**src/rtl/sv32_walk_pkg.sv**
```systemverilog
package sv32_walk_pkg;
    localparam int VA_W     = 32;
    localparam int PA_W     = 34;
    localparam int ENTRY_W  = 32;
    localparam int OFF_W    = 12;
    localparam int IDX_W    = 10;
    localparam int PPN_W    = PA_W - OFF_W;
    localparam int PPN_HI_W = PPN_W - IDX_W;
    localparam int PPN_LSB  = 10;

    localparam int B_V  = 0;
    localparam int B_R  = 1;
    localparam int B_WR = 2;
    localparam int B_X  = 3;
    localparam int B_U  = 4;
    localparam int B_A  = 6;
    localparam int B_D  = 7;

    localparam logic [1:0] ACC_FETCH = 2'd0;
    localparam logic [1:0] ACC_LOAD  = 2'd1;
    localparam logic [1:0] ACC_STORE = 2'd2;

    localparam logic [1:0] LVL_USER  = 2'd0;
    localparam logic [1:0] LVL_SUPER = 2'd1;
    localparam logic [1:0] LVL_MACH  = 2'd3;

    typedef enum logic [1:0] {PH_IDLE, PH_READ, PH_WRITE, PH_DONE} phase_e;

    typedef struct packed {
        phase_e               phase;
        logic                 top;
        logic [PPN_W-1:0]     base;
        logic [VA_W-1:0]      vaddr;
        logic [1:0]           kind;
        logic [1:0]           priv;
        logic                 sum;
        logic                 mxr;
        logic [ENTRY_W-1:0]   wpte;
        logic [PA_W-1:0]      paddr;
        logic [2:0]           rwx;
        logic                 fault;
    } walk_st_t;
endpackage

```
**src/rtl/sv32_priv_resolve.sv**
```systemverilog
module sv32_priv_resolve
    import sv32_walk_pkg::*;
(
    input  logic [1:0] priv,
    input  logic [1:0] kind,
    input  logic       mprv,
    input  logic [1:0] mpp,
    output logic [1:0] eff_priv
);
    always_comb begin
        if (priv == LVL_MACH && kind != ACC_FETCH && mprv)
            eff_priv = mpp;
        else
            eff_priv = priv;
    end
endmodule

```
**src/rtl/sv32_leaf_check.sv**
```systemverilog
module sv32_leaf_check
    import sv32_walk_pkg::*;
(
    input  logic [ENTRY_W-1:0] pte,
    input  logic               top,
    input  logic [1:0]         kind,
    input  logic [1:0]         priv,
    input  logic               sum,
    input  logic               mxr,
    output logic               leaf_ok,
    output logic [2:0]         rwx,
    output logic               wb_need,
    output logic [ENTRY_W-1:0] wb_pte
);
    logic r, w, x, u, a, d, store;
    logic reserved, u_bad, s_bad, misaligned, perm_bad;

    always_comb begin
        r     = pte[B_R];
        w     = pte[B_WR];
        x     = pte[B_X];
        u     = pte[B_U];
        a     = pte[B_A];
        d     = pte[B_D];
        store = (kind == ACC_STORE);

        reserved   = w && !r;
        u_bad      = u && (priv != LVL_USER) && (!sum || kind == ACC_FETCH);
        s_bad      = !u && (priv != LVL_SUPER);
        misaligned = top && (pte[PPN_LSB +: IDX_W] != '0);
        case (kind)
            ACC_LOAD:  perm_bad = !(r || (x && mxr));
            ACC_STORE: perm_bad = !w;
            default:   perm_bad = !x;
        endcase
        leaf_ok = !(reserved || u_bad || s_bad || misaligned || perm_bad);

        rwx     = {r || (x && mxr), w && (store || d), x};
        wb_need = !a || (store && !d);
        wb_pte  = pte;
        wb_pte[B_A] = 1'b1;
        if (store) wb_pte[B_D] = 1'b1;
    end
endmodule

```
**src/rtl/sv32_walker.sv**
```systemverilog
module sv32_walker
    import sv32_walk_pkg::*;
(
    input  logic                 clk,
    input  logic                 rst_n,
    input  logic                 req_valid,
    output logic                 req_ready,
    input  logic [VA_W-1:0]      req_vaddr,
    input  logic [1:0]           req_kind,
    input  logic [1:0]           req_priv,
    input  logic                 req_sum,
    input  logic                 req_mxr,
    input  logic                 req_mprv,
    input  logic [1:0]           req_mpp,
    input  logic                 xlat_mode,
    input  logic [PPN_W-1:0]     xlat_root,
    output logic                 mem_valid,
    input  logic                 mem_ready,
    output logic                 mem_write,
    output logic [PA_W-1:0]      mem_addr,
    output logic [ENTRY_W-1:0]   mem_wdata,
    input  logic [ENTRY_W-1:0]   mem_rdata,
    input  logic                 mem_err,
    output logic                 resp_valid,
    output logic [PA_W-1:0]      resp_paddr,
    output logic                 resp_r,
    output logic                 resp_w,
    output logic                 resp_x,
    output logic                 resp_fault
);
    walk_st_t st_q, st_d;

    logic [1:0]         eff_priv;
    logic               leaf_ok, wb_need;
    logic [2:0]         leaf_rwx;
    logic [ENTRY_W-1:0] wb_pte;
    logic [IDX_W-1:0]   vpn_sel;
    logic [PA_W-1:0]    leaf_paddr;

    sv32_priv_resolve u_priv (
        .priv     (req_priv),
        .kind     (req_kind),
        .mprv     (req_mprv),
        .mpp      (req_mpp),
        .eff_priv (eff_priv)
    );

    sv32_leaf_check u_leaf (
        .pte     (mem_rdata),
        .top     (st_q.top),
        .kind    (st_q.kind),
        .priv    (st_q.priv),
        .sum     (st_q.sum),
        .mxr     (st_q.mxr),
        .leaf_ok (leaf_ok),
        .rwx     (leaf_rwx),
        .wb_need (wb_need),
        .wb_pte  (wb_pte)
    );

    always_comb begin
        vpn_sel = st_q.top ? st_q.vaddr[VA_W-1 -: IDX_W] : st_q.vaddr[OFF_W +: IDX_W];
        if (st_q.top)
            leaf_paddr = {mem_rdata[ENTRY_W-1 -: PPN_HI_W], st_q.vaddr[OFF_W +: IDX_W],
                          st_q.vaddr[OFF_W-1:0]};
        else
            leaf_paddr = {mem_rdata[PPN_LSB +: PPN_W], st_q.vaddr[OFF_W-1:0]};
    end

    always_comb begin
        st_d = st_q;
        case (st_q.phase)
            PH_IDLE: begin
                if (req_valid) begin
                    st_d.fault = 1'b0;
                    if (!xlat_mode || eff_priv == LVL_MACH) begin
                        st_d.phase = PH_DONE;
                        st_d.paddr = {{(PA_W-VA_W){1'b0}}, req_vaddr};
                        st_d.rwx   = 3'b111;
                    end else begin
                        st_d.phase = PH_READ;
                        st_d.top   = 1'b1;
                        st_d.base  = xlat_root;
                        st_d.vaddr = req_vaddr;
                        st_d.kind  = req_kind;
                        st_d.priv  = eff_priv;
                        st_d.sum   = req_sum;
                        st_d.mxr   = req_mxr;
                        st_d.paddr = '0;
                        st_d.rwx   = '0;
                    end
                end
            end
            PH_READ: begin
                if (mem_ready) begin
                    if (mem_err || !mem_rdata[B_V]) begin
                        st_d.phase = PH_DONE;
                        st_d.fault = 1'b1;
                    end else if (!mem_rdata[B_R] && !mem_rdata[B_WR] && !mem_rdata[B_X]) begin
                        if (st_q.top) begin
                            st_d.top  = 1'b0;
                            st_d.base = mem_rdata[PPN_LSB +: PPN_W];
                        end else begin
                            st_d.phase = PH_DONE;
                            st_d.fault = 1'b1;
                        end
                    end else if (!leaf_ok) begin
                        st_d.phase = PH_DONE;
                        st_d.fault = 1'b1;
                    end else begin
                        st_d.paddr = leaf_paddr;
                        st_d.rwx   = leaf_rwx;
                        st_d.wpte  = wb_pte;
                        st_d.phase = wb_need ? PH_WRITE : PH_DONE;
                    end
                end
            end
            PH_WRITE: begin
                if (mem_ready) begin
                    st_d.phase = PH_DONE;
                    if (mem_err) begin
                        st_d.fault = 1'b1;
                        st_d.paddr = '0;
                        st_d.rwx   = '0;
                    end
                end
            end
            default: st_d.phase = PH_IDLE;
        endcase
    end

    always_ff @(posedge clk or negedge rst_n) begin
        if (!rst_n) begin
            st_q       <= '0;
            st_q.phase <= PH_IDLE;
        end else begin
            st_q <= st_d;
        end
    end

    assign req_ready  = (st_q.phase == PH_IDLE);
    assign mem_valid  = (st_q.phase == PH_READ) || (st_q.phase == PH_WRITE);
    assign mem_write  = (st_q.phase == PH_WRITE);
    assign mem_addr   = {st_q.base, vpn_sel, 2'b00};
    assign mem_wdata  = st_q.wpte;
    assign resp_valid = (st_q.phase == PH_DONE);
    assign resp_paddr = st_q.paddr;
    assign resp_r     = st_q.rwx[2];
    assign resp_w     = st_q.rwx[1];
    assign resp_x     = st_q.rwx[0];
    assign resp_fault = st_q.fault;

    assert_bare_latency_R1: assert property (@(posedge clk) disable iff (!rst_n)
        (req_valid && req_ready && !xlat_mode)
        |=> (resp_valid && !resp_fault && resp_r && resp_w && resp_x));

    assert_mach_pass_R2: assert property (@(posedge clk) disable iff (!rst_n)
        (req_valid && req_ready && req_priv == LVL_MACH
         && !(req_mprv && req_kind != ACC_FETCH))
        |=> (resp_valid && !resp_fault && !mem_valid));

    assert_wb_accessed_R9: assert property (@(posedge clk) disable iff (!rst_n)
        (mem_valid && mem_write) |-> (mem_wdata[B_A] && mem_wdata[B_V]));

    assert_fault_clean_R11: assert property (@(posedge clk) disable iff (!rst_n)
        (resp_valid && resp_fault) |-> (!resp_r && !resp_w && !resp_x && resp_paddr == '0));

    assert_mem_hold_R12: assert property (@(posedge clk) disable iff (!rst_n)
        (mem_valid && !mem_ready) |=> (mem_valid && $stable(mem_addr) && $stable(mem_write)));

    assert_resp_pulse_R12: assert property (@(posedge clk) disable iff (!rst_n)
        resp_valid |=> (!resp_valid && req_ready));
endmodule

```
**config.mk**
```make
export PLATFORM = sky130hd
export DESIGN_NAME = sv32_walker
export DESIGN_NICKNAME = d
export VERILOG_FILES = /design/src/rtl/sv32_walk_pkg.sv /design/src/rtl/sv32_priv_resolve.sv /design/src/rtl/sv32_leaf_check.sv /design/src/rtl/sv32_walker.sv
export SDC_FILE = /design/constraint.sdc
export NUM_CORES = 1
export LEC_CHECK = 0
export BUFFER_PORTS_ARGS = -buffer_cell sky130_fd_sc_hd__buf_4
export CORE_MARGIN = 2
export CORE_UTILIZATION = 45
export CTS_CLUSTER_DIAMETER = 120
export DETAILED_ROUTE_END_ITERATION = 16
export GPL_TIMING_DRIVEN = 1
export PLACE_DENSITY = 0.79
export SYNTH_ARGS = -nofsm -noshare
export SYNTH_HDL_FRONTEND = slang
export SYNTH_SLANG_ARGS = --single-unit
```
**constraint.sdc**
```tcl
create_clock -name clk -period 2.84 [get_ports clk]
set_input_delay 0.852 -clock clk [delete_from_list [all_inputs] [get_ports clk]]
set_output_delay 0.852 -clock clk [all_outputs]
set_load 0.005 [all_outputs]
```
==> results of run 1 <==
cell families (layout without fill, tap and decap cells):
group,after synthesis,in the layout,synth area share [%]
AO/OA/AOI/OAI,148,148,16.6
buffers and inverters,135,274,12.9
flip-flops,133,133,47.7
AND/OR/NAND/NOR,112,112,7.28
multiplexers,89,89,14.2
adder cells (fa/ha/maj),7,7,1.25
other,1,2,0.0537
XOR/XNOR,1,1,0.126
per-layer routing:
layer | global-route usage, % | part of all wire (%)
met1 | 31.3 | 43
met3 | 6.65 | 6.7
met4 | 8.63 | 2.6
met5 | 0 | 0
met2 | 35.9 | 47
worst paths after layout:
kind	endpoint	from	cells past startpoint	slack, ns
worst max-delay path	resp_paddr[28]	mem_rdata[10]	7	0.09
worst min-delay path	st_q[79]	rst_n	1	0.37
worst max register to register	resp_paddr[28]	st_q[74]	8	0.35
worst min register to register	mem_wdata[0]	mem_wdata[0]	1	0.47
max in group asynchronous	st_q[74]	rst_n	2	1.74
min in group clk	mem_wdata[0]	mem_wdata[0]	1	0.47
layout make-up:
| class | instances | share of cell area, % |
|---|---|---|
| flip-flops and latches | 133 | 37.8 |
| multi-input cells | 359 | 31.8 |
| repair buffers | 236 | 21.3 |
| clock buffers | 26 | 5.56 |
| well taps | 188 | 2.67 |
| clock inverters | 4 | 0.540 |
| inverters | 8 | 0.341 |
layout by cell type, fill, tap and decap left out, types with 4 or more instances in the layout:
cell	instances
buf_4	227
dfrtp_1	133
mux2_2	75
nor2_1	69
a22oi_1	49
a21oi_1	38
a22oi_2	30
clkbuf_16	17
nand2_1	11
mux2i_1	11
inv_1	8
o21ai_0	8
buf_12	8
ha_1	7
clkbuf_1	6
nand2b_1	5
or2_2	4
flip-flops by register name, summed over array words and instances, names as in the netlist:
signal	flops
st_q	41
resp_paddr	34
mem_wdata	32
mem_addr	22
resp_fault	1
resp_r	1
resp_w	1
resp_x	1
power by group through the flow:
stage                     combinational (mW)  sequential [mW]  clock, mW
after floorplan                         3.24             2.98          0
after global placement                  4.38             3.10          0
after detailed placement                4.50             3.11          0
after CTS                               4.51             3.09       2.07
after global routing                    4.89             3.19       2.16
final                                   4.48             3.10       2.03
==> results.md, run 1 <==
Synth:
- In the post-synthesis netlist, the biggest area contributors are dfrtp_1, mux2_2, buf_4, a22oi_2, a22oi_1.
- The commonest cells after synthesis are dfrtp_1, buf_4, mux2_2, nor2_1, a22oi_1.
- The register area share after synthesis is 47.7%.
- The largest total area in the synthesized netlist belongs to dfrtp_1.
- The post-synthesis cell area is 0.00698 mm².
- The fraction of registers with async set/reset is 100%.
- A synthesized cell averages 11.1 µm².
- The number of flops mapped to enable cells by yosys is 0.
- In the post-synthesis netlist, the cell with the most instances is dfrtp_1.
- In this run, synthesis produced a sequential element count of 133.
- The Yosys step of the flow raised 0 warnings.
- The primary flip-flop cell chosen by synthesis mapping is dfrtp_1.
- Yosys mapped the design onto 50 distinct sky130hd cell types.
- The cell count after synthesis is 626.
- Of the post-synthesis cell area, the dominant cell type holds 47.7%.

Worst hold path:
- The min-delay analysis places its worst path in the category in2async.

Cells and area:
- The total number of nets in the final design is 863.
- Fill cells in the final layout number 1293.
- The filler-free cell count of the finished design is 954.
- The footprint of the multi-input gates is 0.00280 mm².
- 0 antenna diodes ended up in the layout.
- Cells fill 57.9% of the core in the end.
- The cell area after layout is 0.00880 mm².
- The area of all sequential standard cells is 0.00333 mm².
- The area growth from synthesis to layout is 26.1%.
- Cells with a size suffix above 1 make up 49.5% of the layout.

Place:
- Prior to clock tree synthesis, the placed netlist has a worst setup slack of -0.325 ns.
- Including well taps, the total number of placed cells is 924.
- The number of buffers added on ports is 206.
- The wire-length estimate of the detail-placed layout is 13.5 mm.
- The placement-stage cell area is 0.00827 mm².
- The congestion estimate from routability-driven global placement came to 0.811.

Routing:
- For this block, the routed nets add up to 18.7 mm of wire.
- The number of nets with antenna violations after detailed routing is 0.
- The routed length per placed instance is 19.6 µm.
- The total number of vias is 5206.
- The average via count per standard cell is 5.46.
- The violation count after the first detailed-route iteration is 339.
- For this run, the detailed router's first-pass iteration total came to 5.
- The remaining routing DRC violations is 0.

Global route:
- The number of global-route vias before repair is 5263.
- Entering global routing, the biggest net connects 51 pins.
- Global routing used 23.2% of the available tracks.
- The first-pass GRT wire length is 29.2 mm.
- The number of antenna violations at the first check in global routing is 0.
- Summed over all layers, the global routing overflow is 0.

STA:
- The tightest slew margin relative to the limit is 57.1%.
- Across all hold checks on the routed design, the worst slack comes to 0.369 ns.
- For the pin with the worst max-slew slack, the measured transition is 0.644 ns.
- The number of failing hold endpoints at the final stage was 0.
- For the final database, setup skew stands at 0.00672 ns.
- The ratio of final minimum period to clock period is 96.7%.
- The timing-limited maximum frequency is 0.364 GHz.
- The post-route minimum period is 2.75 ns.
- The minimum setup slack in the final design is 0.0938 ns.
- The final sum of negative setup slack is 0 ns.
- The count of pins over their slew limit is 0.
- Setup violations remaining at the end of the flow were counted as 0.
- Setup repair after global routing left no endpoint under its margin.

Setup path:
- STA puts the critical path data required time at 3.18 ns.
- The cell occurring most often along the worst timing path is buf_4.
- The nature of the critical path endpoint is a register.
- The slowest stage of the critical path is the or4_1 cell.
- The kind of cell with the highest combined delay along the critical path is simple AND/OR/NAND/NOR gates.
- The count of buffer and inverter cells on the critical path is 2.
- The signal on the critical path passes through buf_4 -> nor4_1 -> a31oi_1 -> or4_1 -> or2_2 -> buf_4 -> a22oi_2.
- The worst setup path is launched from a primary input.
- The largest single stage delay on the critical path is 0.70 ns.
- The top fanout value on the critical path is 10.
- The critical path data arrival time is 3.08 ns.
- The category of the critical setup timing path is in2reg.

Clock tree:
- The number of buffers between clock root and the deepest sink is 2.
- The CTS tree is built.
- The TritonCTS buffer count is 17.
- For the worst-skew pair, the clock arrives at the later sink with an insertion delay of 0.42 ns.
- The clock net in this run drives a total of 133 sinks.
- Clock-pin slew was measured on the worst setup and hold paths at 0.05 ns.
- Hold repair after CTS inserted 0 buffers.
- The clock tree synthesis step divided the H-tree into 4 levels.
- The number of setup buffers added after CTS is 0.
- The cell at the root of the clock tree is clkbuf_16.
- The post-CTS resize count is 0.

Power:
- The part of the power in the clock network is 21.1%.
- Net switching is 35.6% of the power.
- The cell leakage power is 4.20 nW.
- The cell-internal power is 6.19 mW.
- Total power for the finished layout comes to 9.62 mW.
- The areal power density over the cells is 1090 mW/mm².
- The highest ir drop seen on vdd is 0.526 mV.
- The power spent charging and discharging nets is 3.42 mW.
- Combinational cells account for 46.6% of the total power.
- Sequential cells burn 32.2% of the power.

Floorplanning:
- The total die area is 0.0165 mm².
- The number of top-level pins is 209.
- The total number of placement rows is 45.
- The total area inside the core boundary comes to 0.0152 mm².
- For this configuration, the core starts out at a cell density of 45.9%.
- In this run the horizontal extent of the chip is 129 µm.
- The die is 129 µm tall.

Outcome:
- The flow ran to the end, and the final reports show no timing, DRC or antenna violations.

Job:
- Max-cap violations in this run came to 0.
Note: power is estimated with default switching activity, not from simulation.
==> run 2: changes to the inputs <==
--- a/config.mk
+++ b/config.mk
@@ -12,6 +12,7 @@
 export DETAILED_ROUTE_END_ITERATION = 16
 export GPL_TIMING_DRIVEN = 1
 export PLACE_DENSITY = 0.79
+export REMOVE_ABC_BUFFERS = 1
 export SYNTH_ARGS = -nofsm -noshare
 export SYNTH_HDL_FRONTEND = slang
 export SYNTH_SLANG_ARGS = --single-unit
==> run 2 against run 1 <==
  * Routed wire length increased by 0.99%
  * Maximum frequency increased by 4.5%
  * Die area unchanged
  * Global-route usage increased by 0.32 points
  * Sequential cell count unchanged
  * Utilization increased by 0.16 points
  * Count of clock-buffer cells in the layout decreased by 3
  * Register-to-register slack got worse by 0.03 ns
  * First-iteration DRC count decreased by 11%
  * Critical path depth unchanged
  * Critical endpoint is now resp_paddr[15]
==> results.md, run 2 (synthesis gave the netlist of run 1 again) <==
Outcome:
- The flow ran to the end, and the final reports show no timing, DRC or antenna violations.

Place:
- The final weighted congestion of routability-driven global placement is 0.786 (-3.1%).
- The total half-perimeter wirelength after legalization and detailed placement is 13.7 mm (+1.6%).
- The number of buffers added on ports is 206 (unchanged).

Routing:
- The average via count per standard cell came to 5.42 (-0.73%).
- The routed length per placed instance is 19.6 µm (about the same).
- The number of iterations in the first detailed-routing pass is 4 (-1).
- The violation count after the first detailed-route iteration came to 303 (-11%).
- The total wire length came to 18.9 mm (+0.99%).
- The total number of vias came to 5217 (+0.21%).
- The remaining routing DRC violations is 0 (unchanged).
- The number of nets with antenna violations after detailed routing is 0 (unchanged).

Cells and area:
- The most common library cell in the layout ignoring fill and taps is buf_4.
- The register ranked first by flip-flop count is st_q.
- The number of flip-flops under the largest register name came to 41 (unchanged).
- The antenna diode count came to 0 (unchanged).
- The total number of nets in the final design is 871 (+0.93%).
- From synthesis to final layout, the design area changed by 26.5%.
- In the layout the commonest cells are buf_4, dfrtp_1, mux2_2, nor2_1, a22oi_1.
- The proportion of layout cells with a drive suffix above 1 is 50.6% (+1.1 points).
- The count of filler cells inserted in the layout is 1286 (-0.54%).

Setup path:
- The worst reg-to-reg path cell count is 8 (unchanged).
- In this run the critical register-to-register path is launched from st_q[74].
- The critical path required time came to 3.17 ns (about the same).
- The critical path capture point is resp_paddr[15].
- The endpoint identified for the worst register-to-register timing path is resp_paddr[15].
- The critical path data arrival time was 2.96 ns (-0.12 ns).
- The worst setup path is launched from a primary input.
- STA classifies the critical path endpoint as a register.
- The critical path is of the in2reg type.
- The beginning of the critical path is mem_rdata[10].
- The worst setup slack for register-to-register paths is 0.32 ns (-0.03 ns).
- The top fanout value on the critical path is 7 (-3).

Power:
- The highest ir drop seen on vdd was 0.453 mV (-14%).
- The cell leakage power is 4.22 nW (+0.49%).
- The areal power density over the cells is 1080 mW/mm² (-0.78%).
- The overall power is 9.57 mW (-0.52%).

Clock tree:
- The count of hold buffers inserted by post-cts repair is 0 (unchanged).
- The root buffer cell chosen for the clock tree is clkbuf_16.
- The number of setup buffers added after CTS is 0 (unchanged).
- The CTS sink count is 133 (unchanged).
- The post-CTS clock slew at the launch and capture registers of the worst setup and hold paths is 0.06 ns (about the same).
- The number of buffers between clock root and the deepest sink is 2 (unchanged).
- The CTS H-tree depth came to 4 (unchanged).
- The TritonCTS buffer count is 17 (unchanged).
- The clock latency on the worst-skew pair was 0.43 ns (about the same).
- The CTS tree is built.

STA:
- The ratio of final minimum period to clock period is 92.6% (-4.1 points).
- The timing-limited maximum frequency is 0.380 GHz (+4.5%).
- Setup repair after global routing left no endpoint under its margin.
- The worst slack on hold paths came to 0.419 ns (+0.0503 ns).
- The final-report setup violation count is 0 (unchanged).
- The transition time at the pin with the least slew margin came to 0.593 ns (-0.0509 ns).
- The number of failing hold endpoints at the final stage was 0 (unchanged).
- The count of pins over their slew limit was 0 (unchanged).
- The clock tree skew after final layout came to 0.0108 ns (+0.00407 ns).
- The tightest slew margin relative to the limit is 60.4% (+3.3 points).
- The post-route minimum period was 2.63 ns (-0.117 ns).

Global route:
- The total congestion overflow was 0 (unchanged).
- The pin count of the biggest net entering global routing is 62 (+22%).
- The total routing usage reported by global routing was 23.6% (+0.32 points).
- The number of global-route vias before repair is 5337 (+1.4%).
- The number of antenna violations at the first check in global routing is 0 (unchanged).
- The first-pass GRT wire length came to 29.6 mm (+1.4%).

Job:
- The number of maximum-capacitance violations is 0 (unchanged).

Worst hold path:
- The path class of the tightest hold or removal check is in2async.

Floorplanning:
- The vertical extent of the die is 129 µm (unchanged).
- The core region area is 0.0152 mm² (unchanged).
- The floorplan die width is 129 µm (unchanged).
- The total die area is 0.0165 mm² (unchanged).
- The number of top-level pins is 209 (unchanged).
- The initial standard-cell utilization of the core came to 45.9% (unchanged).
- The total number of placement rows is 45 (unchanged).
==> run 2: changes by cell type in the layout (fill, tap and decap cells not counted), sizes merged <==
cell / delta
buf: +8
clkinv: +3
clkbuf: -3
clkinvlp: +1
inv: +1
bufinv: -1
==> run 2: critical path: stages <==
cell     delay, ns
buf_4         0.12
nor4_4        0.38
a31oi_1       0.13
or4_1         0.67
or2_2         0.42
buf_4         0.19
a22oi_1       0.19
==> run 2: layout make-up <==
cell class	instances	area (µm²)	area share [%]
Sequential cell	133	3330	37.7
Inverter	8	30.0	0.340
Clock buffer	23	468	5.30
Multi-Input combinational cell	359	2810	31.9
Tap cell	188	235	2.67
Clock inverter	8	52.6	0.595
Timing Repair Buffer	244	1900	21.5
==> run 2: what timing repair did <==
item	4_1_cts	5_1_grt
hold endpoints to repair	0	0
resized for setup	1	1
setup endpoints to repair	64	1
cloned	0	0
==> run 2: layer usage <==
layer  vias up  wire, µm  global-route usage, %
met4         0       378                   7.93
li1       2415         -                      -
met2       191      9030                   37.7
met1      2580      8150                   30.9
met3        31      1310                   6.90
met5         -         0                      0
==> run 2: stage by stage <==
step	instance area [µm²]	utilization (%)	setup TNS (ns)	std cells	setup WS, ns
CTS	8820	58.0	0	963	0.116
floorplan	6110	-	-56.79	500	-0.727
global placement	8290	54.5	-24.12	932	-0.375
finish	8830	58.1	0	963	0.211
detailed placement	8290	54.5	-33.09	932	-0.520
global route	8830	58.1	0	963	0.123
==> run 2: how the worst min path moves through the flow <==
stage                     slack, ns         start      endpoint  cells past startpoint
after floorplan                0.45      st_q[73]      st_q[73]                      2
after global placement         0.46  mem_wdata[6]  mem_wdata[6]                      1
after detailed placement       0.46  mem_wdata[6]  mem_wdata[6]                      1
after CTS                      0.43         rst_n     st_q[132]                      1
after global routing           0.46         rst_n  mem_addr[32]                      1
final                          0.42         rst_n     st_q[132]                      1
==> run 2: report_power, final <==
part           switching [mW]  internal [mW]
clock                   0.803           1.15
sequential              0.443           2.66
combinational            2.25           2.25
==> run 3: changes to the inputs <==
==> constraint.sdc (replaced) <==
create_clock -name clk -period 2.61 [get_ports clk]
set_input_delay 0.783 -clock clk [delete_from_list [all_inputs] [get_ports clk]]
set_output_delay 0.783 -clock clk [all_outputs]
set_load 0.005 [all_outputs]
==> run 3 against run 2 <==
  * Clock skew decreased by 0.0036 ns
  * Cell count increased by 0.83%
  * Combinational power increased by 9.8%
  * Routed wire length decreased by 3.2%
  * Sequential power increased by 8.4%
  * Power increased by 10%
  * Via count decreased by 0.59%
  * Global-route usage decreased by 1.1 points
  * Hold slack got worse by 0.12 ns
  * First-iteration DRC count decreased by 23%
==> results.md, run 3 (synthesis gave the netlist of run 1 again) <==
Outcome:
- The flow ran to the end, and the final reports show no timing, DRC or antenna violations.

Setup path:
- The top fanout value on the critical path is 7 (unchanged).
- The critical path startpoint category is a register.
- Traced cell by cell, the critical path runs through inv_1 -> ha_1 -> nand3b_1 -> o2111ai_1 -> or4_4 -> nor2_4 -> buf_4 -> mux2_2.
- The longest individual stage delay on the worst path is 0.56 ns (-0.11 ns).
- For this design, the slowest cell found on the critical path is or4_4.
- The nature of the critical path endpoint is a register.
- The worst reg2reg path startpoint is st_q[74].
- The critical path required time is 2.90 ns (-0.27 ns).
- The critical path data arrival time is 2.75 ns (-0.21 ns).
- The worst setup slack for register-to-register paths is 0.15 ns (-0.17 ns).
- The capture point of the worst reg-to-reg path is mem_wdata[7].
- The worst reg-to-reg path cell count is 8 (unchanged).
- The category of the critical setup timing path is reg2reg.

Global route:
- The number of global-route vias before repair is 5347 (+0.19%).
- The first-pass GRT wire length is 28.5 mm (-3.7%).
- The pin count of the biggest net entering global routing is 49 (-21%).
- The number of antenna violations at the first check in global routing is 0 (unchanged).
- The total congestion overflow came to 0 (unchanged).
- The total routing usage reported by global routing was 22.5% (-1.1 points).

STA:
- The count of pins over their slew limit is 0 (unchanged).
- The number of failing hold endpoints at the final stage is 0 (unchanged).
- The post-route minimum period is 2.46 ns.
- The transition time at the pin with the least slew margin is 0.623 ns (+0.0301 ns).
- Setup repair after global routing left no endpoint under its margin.
- The final-report setup violation count was 0 (unchanged).
- Timing would allow up to 0.407 GHz.
- The minimum setup slack in the final design is 0.153 ns (-0.0586 ns).
- Of the available clock period, the critical path in the final layout requires 94.2%.
- The tightest slew margin relative to the limit was 58.4% (-2.0 points).
- The clock tree skew after final layout came to 0.00720 ns (-0.00360 ns).
- The final sum of negative setup slack is 0 ns (unchanged).

Floorplanning:
- The total number of placement rows came to 45 (unchanged).
- The number of top-level pins is 209 (unchanged).
- The vertical extent of the die is 129 µm (unchanged).
- The total die area is 0.0165 mm² (unchanged).
- The floorplan die width is 129 µm (unchanged).
- The initial standard-cell utilization of the core is 45.9% (unchanged).
- The core region area was 0.0152 mm² (unchanged).

Worst hold path:
- The worst hold path belongs to the class in2async.

Power:
- The cell leakage power came to 4.31 nW (+1.9%).
- The overall power is 10.6 mW (+10%).
- The areal power density over the cells was 1180 mW/mm² (+8.6%).
- The highest ir drop seen on vdd was 0.625 mV (+38%).

Routing:
- The average via count per standard cell is 5.34 (-1.4%).
- The total wire length is 18.3 mm (-3.2%).
- The routed length per placed instance is 18.8 µm (-4.0%).
- The number of iterations in the first detailed-routing pass is 5 (+1).
- The remaining routing DRC violations is 0 (unchanged).
- The violation count after the first detailed-route iteration is 234 (-23%).
- The total number of vias was 5186 (-0.59%).
- The number of nets with antenna violations after detailed routing is 0 (unchanged).

Cells and area:
- The utilization of the core after routing was 59.0% (+0.96 points).
- The count of filler cells inserted in the layout came to 1269 (-1.3%).
- The area of all sequential standard cells is 0.00333 mm² (unchanged).
- The register with the most flip-flops in the final layout is st_q.
- The antenna diode count is 0 (unchanged).
- Compared with the post-synthesis result, the final layout area differs by 28.6%.
- The proportion of layout cells with a drive suffix above 1 is 51.7% (+1.1 points).
- In the layout the commonest cells are buf_4, dfrtp_1, mux2_2, nor2_1, a22oi_1.
- Leaving out fill and tap cells, the most frequent cell in the layout is buf_4.
- The number of flip-flops under the largest register name is 41 (unchanged).
- The footprint of the multi-input gates came to 0.00282 mm² (+0.13%).
- The total number of nets in the final design is 878 (+0.80%).

Place:
- The total half-perimeter wirelength after legalization and detailed placement was 13.4 mm (-1.6%).
- The number of buffers added on ports is 206 (unchanged).
- The final weighted congestion of routability-driven global placement is 0.810 (+3.1%).
- The pre-CTS worst setup slack is -0.640 ns (-0.120 ns).

Clock tree:
- TritonCTS built the clock tree.
- CTS placed an instance of clkbuf_16 at the clock tree root.
- The CTS sink count is 133 (unchanged).
- The number of setup buffers added after CTS is 0 (unchanged).
- The number of buffers between clock root and the deepest sink is 2 (unchanged).
- The clock latency on the worst-skew pair came to 0.41 ns (-0.02 ns).
- The post-CTS clock slew at the launch and capture registers of the worst setup and hold paths was 0.06 ns (about the same).
- The CTS H-tree depth is 4 (unchanged).
- The TritonCTS buffer count came to 17 (unchanged).

Job:
- The number of maximum-capacitance violations came to 0 (unchanged).
==> run 3: critical path: cells and delay by family, from the launching register on <==
family	cells	cell delay [ns]
muxes	1	0.35
adders and majority gates	1	0.33
and+or+nand+nor	3	0.85
DFF	1	0.38
AOI/OAI and AO/OA	1	0.14
buffers and inverters	2	0.28
==> run 3: metal layers <==
layer	up-vias	track usage [%]	share of wire (%)
li1	2426	-	-
met3	20	6.78	7.2
met1	2538	29.4	43
met4	0	6.27	1.5
met5	-	0	0
met2	202	36.6	48
==> run 3: worst max-delay path by stage <==
stage                        from        endpoint  slack (ns)  depth (start not counted)
CTS                      st_q[74]    mem_wdata[7]        0.07                          8
global placement    mem_rdata[10]  resp_paddr[14]       -0.53                          7
global route             st_q[74]  resp_paddr[15]        0.04                          8
floorplan               st_q[132]    mem_addr[12]       -0.96                          6
detailed placement  mem_rdata[10]  resp_paddr[13]       -0.64                          7
finish                   st_q[74]    mem_wdata[7]        0.15                          8
==> run 3: cell type report <==
cell class	instances	area share (%)
clock buffers	19	5.05
clock inverters	13	1.20
inverters	8	0.335
multi-input cells	359	31.4
flip-flops and latches	133	37.1
well taps	188	2.62
repair buffers	251	22.3
==> run 3: timing repair <==
| item | 4_1_cts | 5_1_grt |
|---|---|---|
| setup endpoints to repair | 69 | 17 |
| gates resized for setup | 2 | 1 |
| hold buffers | 0 | 0 |
| cloned | 0 | 0 |
==> run 3: where the power goes <==
group | internal, mW | leakage, nW | switching [mW]
clock network | 1.35 | 0.282 | 0.887
logic | 2.52 | 2.37 | 2.43
registers | 2.90 | 1.65 | 0.477
total | 6.77 | 4.31 | 3.79
==> run 3: per-stage QoR <==
step	cell area (µm²)	cells	hold WS, ns
global route	8970	971	0.324
floorplan	6110	500	0.451
global placement	8390	939	0.460
finish	8970	971	0.304
detailed placement	8390	939	0.461
CTS	8970	971	0.308
